[config.mk]
export PLATFORM = sky130hd
export DESIGN_NAME = wh_postproc
export DESIGN_NICKNAME = d
export VERILOG_FILES = /design/src/rtl/wh_pkg.sv /design/src/rtl/wh_fold.sv /design/src/rtl/wh_mask.sv /design/src/rtl/wh_postproc.sv
export SDC_FILE = /design/constraint.sdc
export NUM_CORES = 1
export LEC_CHECK = 0
export BUFFER_PORTS_ARGS = -buffer_cell sky130_fd_sc_hd__buf_2
export CAP_MARGIN = 25
export CORE_UTILIZATION = 45
export DETAILED_ROUTE_END_ITERATION = 6
export MAX_ROUTING_LAYER = met4
export SLEW_MARGIN = 20
export SYNTH_ARGS = -nofsm -noshare
export SYNTH_HDL_FRONTEND = slang
export SYNTH_SLANG_ARGS = --single-unit
[constraint.sdc]
create_clock -name clk -period 1.5 [get_ports clk]
set_clock_uncertainty 0.1 [all_clocks]
set_input_delay 0.075 -clock clk [delete_from_list [all_inputs] [get_ports clk]]
set_output_delay 0.075 -clock clk [all_outputs]
set_load 0.05 [all_outputs]
[src/rtl/wh_pkg.sv]
package wh_pkg;
    localparam int GROUP_LEN = 4;
    localparam int MASK_W    = 16;
    // taps 16,14,13,11 -> bit positions 15,13,12,10
    localparam logic [MASK_W-1:0] MASK_TAPS = 16'hB400;
    localparam logic [MASK_W-1:0] MASK_SEED = 16'hACE1;

    typedef struct packed {
        logic done;     // group completes on this edge
        logic folded;   // XOR of the whole group, valid with done
    } fold_t;

    function automatic logic [MASK_W-1:0] mask_step(input logic [MASK_W-1:0] s,
                                                    input logic [MASK_W-1:0] taps);
        return {s[MASK_W-2:0], ^(s & taps)};
    endfunction
endpackage

[src/rtl/wh_fold.sv]
module wh_fold
    import wh_pkg::*;
#(
    parameter int GLEN = GROUP_LEN,
    localparam int PH_W = (GLEN > 1) ? $clog2(GLEN) : 1
) (
    input  logic            clk,
    input  logic            rst,
    input  logic            raw_bit,
    input  logic            raw_valid,
    output fold_t           fold,
    output logic [PH_W-1:0] phase
);
    localparam logic [PH_W-1:0] LAST = PH_W'(GLEN - 1);

    logic [PH_W-1:0] phase_q;
    logic            acc_q;
    logic            last_slot;

    assign last_slot   = (phase_q == LAST);
    assign fold.done   = raw_valid && last_slot;
    assign fold.folded = acc_q ^ raw_bit;
    assign phase       = phase_q;

    always_ff @(posedge clk) begin
        if (rst) begin
            phase_q <= '0;
            acc_q   <= 1'b0;
        end else if (raw_valid) begin
            if (last_slot) begin
                phase_q <= '0;
                acc_q   <= 1'b0;
            end else begin
                phase_q <= phase_q + 1'b1;
                acc_q   <= acc_q ^ raw_bit;
            end
        end
    end
endmodule

[src/rtl/wh_mask.sv]
module wh_mask
    import wh_pkg::*;
#(
    parameter int              W    = MASK_W,
    parameter logic [W-1:0]    TAPS = MASK_TAPS,
    parameter logic [W-1:0]    SEED = MASK_SEED
) (
    input  logic         clk,
    input  logic         rst,
    input  logic         step,
    output logic         mask_bit,
    output logic [W-1:0] state
);
    logic [W-1:0] st_q;

    always_ff @(posedge clk) begin
        if (rst)       st_q <= SEED;
        else if (step) st_q <= mask_step(st_q, TAPS);
    end

    assign mask_bit = st_q[W-1];
    assign state    = st_q;
endmodule

[src/rtl/wh_postproc.sv]
module wh_postproc
    import wh_pkg::*;
(
    input  logic clk,
    input  logic rst,
    input  logic raw_bit,
    input  logic raw_valid,
    output logic out_bit,
    output logic out_valid
);
    localparam int PH_W = (GROUP_LEN > 1) ? $clog2(GROUP_LEN) : 1;

    fold_t              grp;
    logic [PH_W-1:0]    grp_phase;
    logic               mask_bit;
    logic [MASK_W-1:0]  mask_state;

    wh_fold #(.GLEN(GROUP_LEN)) u_fold (
        .clk       (clk),
        .rst       (rst),
        .raw_bit   (raw_bit),
        .raw_valid (raw_valid),
        .fold      (grp),
        .phase     (grp_phase)
    );

    wh_mask #(.W(MASK_W), .TAPS(MASK_TAPS), .SEED(MASK_SEED)) u_mask (
        .clk      (clk),
        .rst      (rst),
        .step     (grp.done),
        .mask_bit (mask_bit),
        .state    (mask_state)
    );

    always_ff @(posedge clk) begin
        if (rst) begin
            out_bit   <= 1'b0;
            out_valid <= 1'b0;
        end else begin
            out_valid <= grp.done;
            if (grp.done) out_bit <= grp.folded ^ mask_bit;
        end
    end
endmodule

==> key figures, run 1 <==
Status
  – Status: complete, no violations

Timing
  – Final TNS setup: 0 ps
  – Final Hold Viols: 0
  – RSZ-0062 raised after global routing: no
  – Tightest Pin Transition: 362 ps
  – Max-slew violation count: 0
  – Final worst slack: 161 ps
  – Rel. slew slack: 75.9%
  – Fin crit share: 89.3%
  – Fin crit period: 1340 ps
  – Setup violators final: 0
  – Maximum clock rate: 747 MHz

Yosys
  – Yosys reg bits: 21
  – Synth Warn #: 0
  – Mapped Nets: 98
  – Mapped Area: 835 sq um
  – Seq/Total Area, Yosys: 50.4%
  – Post-synthesis cell type count: 20
  – Cell count after synthesis: 93
  – Synthesized area per cell: 8.97 sq um

Setup path
  – Worst path bufs/invs: 1
  – Crit-path max cell delay: 340 ps
  – Max stage delay cell, worst path: dfxtp_1
  – Worst-path maximum fanout: 11
  – CP most frequent cell: nand2_1
  – Flop2flop setup slack: 160 ps
  – WP data required: 1640 ps
  – CP Cell Sequence: ha_1 -> nand2_1 -> buf_4 -> nand2_1 -> a21oi_2
  – Startpoint Class: flop
  – Critical path arrival: 1480 ps
  – CP endpoint kind: flop
  – CP delay by family, top: flip-flops
  – WS Path Type: flop to flop

Final layout
  – Final nets: 107
  – Antenna cells: 0
  – Commonest non-fill, non-tap cells in the layout: 28 x nand2_1, 21 x dfxtp_1, 7 x a21oi_1, 7 x nand3b_1
  – FILL cells: 172
  – Area growth syn-to-layout: 9.15%
  – Most common cell after layout, fill and taps aside: nand2_1
  – Layout cells sized above 1: 17.8%

Floorplanning
  – IO Pins: 6
  – # rows: 15
  – Die width: 45.1 um
  – Die area: 2030 sq um
  – Core ar.: 1730 sq um
  – Die Y: 45.1 um
  – Initial core utilization: 48.3%

Route
  – 1st-iter DRT viols: 12
  – Drt pass-1 iters: 4
  – Antenna Nets Post-Route: 0
  – Routed length per instance: 9.83 um
  – Final wirelength: 1.24 mm
  – Drt drc: 0
  – DR vias/cell: 4.67
  – Via count: 588

Placement
  – # port buffers: 5
  – RD Place Congestion: 0.704
  – Post-DP HPWL: 856 um
  – Pre-CTS setup slack: 187 ps

GRT
  – Number of global-route vias before repair: 441
  – All-layer global routing usage: 14.1%
  – Largest net degree at the start of global routing: 22
  – Global-route wire length before repair: 1.95 mm
  – Total gr overflow: 0
  – Antenna violations before repair: 0

Clocking
  – CTS Sinks: 21
  – Clk slew on worst S/H paths: 110 ps
  – CTS hold repair buffers: 1
  – CTS root buf: clkbuf_4
  – # Post-CTS Setup Buffers: 0
  – Clock latency on the worst-skew pair: 300 ps
  – Clk buf depth: 2
  – TritonCTS Buffers: 3
  – CTS tree: done
  – CTS resizes: 0
  – CTS HTree Levels: 1

Flow run
  – Max-Cap Viols: 0

Min path
  – Hold Path Class: primary input to flop

Power
  – Power Density: 998 nW/um^2
  – Leakage: 0.375 nW
  – Max IR drop VDD: 0.608 mV
[metal layers]
metal / vias up / track usage (%) / wire, um
met5: - / - / 0
met4: 0 / 9.09 / 12
met3: 2 / 3.60 / 27
met2: 4 / 17.4 / 518
met1: 265 / 20.0 / 680
li1: 317 / - / -
[worst reg2reg max path: stages (launching register included)]
cell and delay, ps:
dfxtp_1 340, ha_1 240, nand2_1 180, buf_4 210
nand2_1 90, a21oi_2 120
[synthesized netlist by cell type]
library cell / instances / area, sq um
nand3b_1: 7 / 52.6
nor3b_1: 1 / 7.51
buf_6: 1 / 11.3
buf_2: 2 / 10.0
nor3_1: 1 / 5.00
dfxtp_1: 21 / 420
a21o_1: 1 / 7.51
and2_1: 1 / 6.26
clkbuf_1: 1 / 3.75
a21oi_1: 7 / 35.0
buf_8: 1 / 15.0
nand2_2: 3 / 18.8
ha_1: 1 / 12.5
o21ai_0: 1 / 5.00
nand2_1: 28 / 105
xnor2_1: 5 / 43.8
a21oi_2: 3 / 26.3
mux2i_1: 2 / 20.0
nor2_1: 5 / 18.8
nor4bb_1: 1 / 10.0
[kinds of logic after synthesis]
kind of cell,Yosys count,share of synthesized area (%)
AO/OA/AOI/OAI,12,8.85
XOR/XNOR,5,5.25
adder cells (fa/ha/maj),1,1.50
buffers and inverters,5,4.80
flip-flops,21,50.4
multiplexers,2,2.40
AND/OR/NAND/NOR,47,26.8
[through the flow]
stage	instance area (sq um)	hold WS, ps	std cells	utilization, %	power, mW
after CTS	911	45.6	126	52.8	0.926
final	911	52.3	126	52.8	0.909
after global placement	873	303	121	50.6	0.651
after detailed placement	873	310	121	50.6	0.652
after floorplan	835	70.8	93	-	0.639
after global routing	911	41.4	126	52.8	0.962
[cell type report]
cell class | count | area [sq um] | area share, %
clock inverter | 1 | 5.00 | 0.549
timing repair buffer | 9 | 57.6 | 6.32
tap | 25 | 31.3 | 3.43
sequential | 21 | 420 | 46.2
multi-input combinational | 67 | 374 | 41.1
clock buffer | 3 | 22.5 | 2.47
[report_power, final]
part           leakage, nW  internal, mW  switching, mW
Combinational        0.187        0.0298         0.0324
Sequential           0.170         0.570        0.00860
Clock               0.0177        0.0993          0.168
[state kept, by name (all words and copies together), names as in the netlist]
signal / flops
u_mask.state: 16
u_fold.phase: 2
out_bit: 1
out_valid: 1
u_fold.acc_q: 1
[final timing paths]
| path | endpoint | start | depth (start not counted) |
|---|---|---|---|
| worst min register to register | u_mask.state[2] | u_mask.state[1] | 2 |
| worst min-delay path | u_fold.acc_q | rst | 2 |
| worst max-delay path | u_mask.state[14] | u_fold.phase[0] | 5 |
| worst max register to register | u_mask.state[14] | u_fold.phase[0] | 5 |
(Power assumes the default switching activity.)
==> run 2: changes to the inputs <==
--- a/config.mk
+++ b/config.mk
@@ -8,6 +8,7 @@
 export BUFFER_PORTS_ARGS = -buffer_cell sky130_fd_sc_hd__buf_2
 export CAP_MARGIN = 25
 export CORE_UTILIZATION = 45
+export CTS_CLUSTER_DIAMETER = 40
 export DETAILED_ROUTE_END_ITERATION = 6
 export MAX_ROUTING_LAYER = met4
 export SLEW_MARGIN = 20
==> constraint.sdc (replaced) <==
create_clock -name clk -period 1.2 [get_ports clk]
set_clock_uncertainty 0.1 [all_clocks]
set_input_delay 0.06 -clock clk [delete_from_list [all_inputs] [get_ports clk]]
set_output_delay 0.06 -clock clk [all_outputs]
set_load 0.05 [all_outputs]
==> run 2 against run 1 <==
  * Setup slack got worse by 120 ps
  * Worst hold slack worse by 45 ps
  * Utilization is 1.8 points higher
  * Critical path depth fell by 1
  * Total power grew 26%
  * Largest power group unchanged
==> key figures, run 2 (synthesized netlist as in run 1, its figures left out) <==
Route
  – Final wirelength: 1.32 mm (+6.5%)
  – DR vias/cell: 4.76 (+2.1%)
  – 1st-iter DRT viols: 12 (unchanged)
  – Drt drc: 0 (unchanged)
  – Routed length per instance: 10.4 um (+5.6%)
  – Drt pass-1 iters: 4 (unchanged)
  – Via count: 605 (+2.9%)
  – Antenna Nets Post-Route: 0 (unchanged)

Floorplanning
  – Die width: 45.1 um (unchanged)
  – IO Pins: 6 (unchanged)
  – # rows: 15 (unchanged)
  – Die area: 2030 sq um (unchanged)
  – Core ar.: 1730 sq um (unchanged)
  – Initial core utilization: 48.3% (unchanged)
  – Die Y: 45.1 um (unchanged)

Clocking
  – Clk buf depth: 2 (unchanged)
  – CTS HTree Levels: 1 (unchanged)
  – CTS Sinks: 21 (unchanged)
  – Clk slew on worst S/H paths: 110 ps (about the same)
  – CTS tree: done
  – TritonCTS Buffers: 3 (unchanged)
  – Clock latency on the worst-skew pair: 300 ps (about the same)
  – CTS root buf: clkbuf_4

Timing
  – Tightest Pin Transition: 367 ps (+5.70 ps)
  – Fin crit period: 1160 ps (-177 ps)
  – Setup violators final: 0 (unchanged)
  – Rel. slew slack: 75.5% (-0.38 points)
  – RSZ-0062 raised after global routing: yes
  – Final Hold Viols: 0 (unchanged)
  – Max-slew violation count: 0 (unchanged)
  – Maximum clock rate: 860 MHz (+15%)
  – Fin crit share: 96.9% (+7.6 points)
  – Hold_ws: 7.51 ps (-44.8 ps)

Setup path
  – WP data required: 1310 ps (-330 ps)
  – Worst-path maximum fanout: 9 (-2)
  – Startpoint Class: flop
  – WS Path Type: flop to flop
  – CP endpoint kind: flop
  – Critical path arrival: 1270 ps (-210 ps)

Placement
  – # port buffers: 5 (unchanged)
  – Total placed instance area: 890 sq um (+1.9%)
  – Dpl cells: 122 (+0.83%)
  – RD Place Congestion: 0.707 (+0.38%)
  – Post-DP HPWL: 854 um (-0.26%)

Power
  – Switching power: 264 uW (+26%)
  – Internal power consumption: 881 uW (+26%)
  – Flop pwr share: 63.5% (-0.2 points)
  – Max IR drop VDD: 1.02 mV (+68%)
  – Total power: 1.14 mW (+26%)
  – Sw Ratio: 23.1% (about the same)
  – Gate power share: 7.5% (+0.7 points)
  – Power Density: 1220 nW/um^2 (+22%)
  – Leakage: 0.382 nW (+1.9%)
  – Clk network pwr share: 29.0% (-0.5 points)

Final layout
  – Antenna cells: 0 (unchanged)
  – Layout cells sized above 1: 25.5% (+7.7 points)
  – Final non-filler cell total: 127 (+0.79%)
  – Commonest non-fill, non-tap cells in the layout: 26 x nand2_1, 19 x dfxtp_1, 7 x a21oi_1, 7 x nand3b_1
  – FILL cells: 170 (-1.2%)
  – Final nets: 108 (+0.93%)
  – Final design utilization: 54.6% (+1.8 points)
  – Max FFs per register: 16 (unchanged)
  – Most common cell after layout, fill and taps aside: nand2_1
  – Final Cell Area: 942 sq um (+3.4%)
  – Area growth syn-to-layout: 12.9%

GRT
  – Global-route wire length before repair: 2.27 mm (+16%)
  – Antenna violations before repair: 0 (unchanged)
  – Largest net degree at the start of global routing: 22 (unchanged)
  – Total gr overflow: 0 (unchanged)
  – All-layer global routing usage: 16.0% (+1.9 points)
  – Number of global-route vias before repair: 544 (+23%)

Status
  – Status: complete, no violations

Min path
  – Hold Path Class: primary input to flop

Flow run
  – Max-Cap Viols: 0 (unchanged)
run 2: cell types whose count changed in the layout (fill, tap and decap cells not counted), moves of 2 or more:
cell,change
dfxtp_1,-2
nand2_2,+2
nand2_1,-2
dfxtp_2,+2
run 2: routing by layer:
| metal | up-vias | track usage [%] | share of wire, % | wire (um) |
|---|---|---|---|---|
| li1 | 318 | - | - | - |
| met2 | 1 | 24.1 | 45 | 592 |
| met1 | 284 | 20.4 | 53 | 694 |
| met5 | - | - | 0 | 0 |
| met4 | 0 | 9.09 | 0.91 | 12 |
| met3 | 2 | 2.40 | 1.4 | 19 |
run 2: final cells by class:
type	count	area, sq um	area share, %
multi-input cells	68	402	42.6
flip-flops and latches	21	423	44.9
clock inverters	1	5.00	0.531
clock buffers	3	22.5	2.39
repair buffers	9	58.8	6.24
well taps	25	31.3	3.32
run 2: worst paths after layout:
check	slack, ps	cells after the start	end	start
worst min register to register	360	2	u_mask.state[12]	u_mask.state[11]
worst max register to register	40	4	out_bit	u_fold.phase[0]
worst max-delay path	40	4	out_bit	u_fold.phase[0]
worst min-delay path	8	3	u_fold.phase[1]	raw_valid
run 2: what timing repair did:
| item | in CTS | in global routing |
|---|---|---|
| resized for setup | 2 | 2 |
| setup buffers | 1 | 0 |
| endpoints found under the setup margin | 6 | 12 |
| gates cloned | 1 | 0 |
| hold buffers | 0 | 0 |
| pin swaps | 2 | 0 |
run 2: power by group through the flow:
| stage | combinational, mW | clock [mW] | sequential (mW) |
|---|---|---|---|
| after floorplan | 0.0596 | 0 | 0.741 |
| after global placement | 0.0814 | 0 | 0.739 |
| after detailed placement | 0.0831 | 0 | 0.740 |
| after CTS | 0.0861 | 0.352 | 0.728 |
| after global routing | 0.0991 | 0.371 | 0.730 |
| final | 0.0860 | 0.332 | 0.727 |
run 2: worst max-delay path: stages, from the launching register on:
cell and delay (ps):
dfxtp_2 370, ha_4 170, and2_4 210, nor3b_1 60
a21o_1 160
run 2: per-stage QoR:
stage                     TNS (ps)  worst slack [ps]
final                            0              37.3
after global routing         -11.6             -9.43
after CTS                        0              15.9
after detailed placement     -49.6             -49.6
after global placement       -22.4             -22.4
after floorplan              -8.80             -1.32
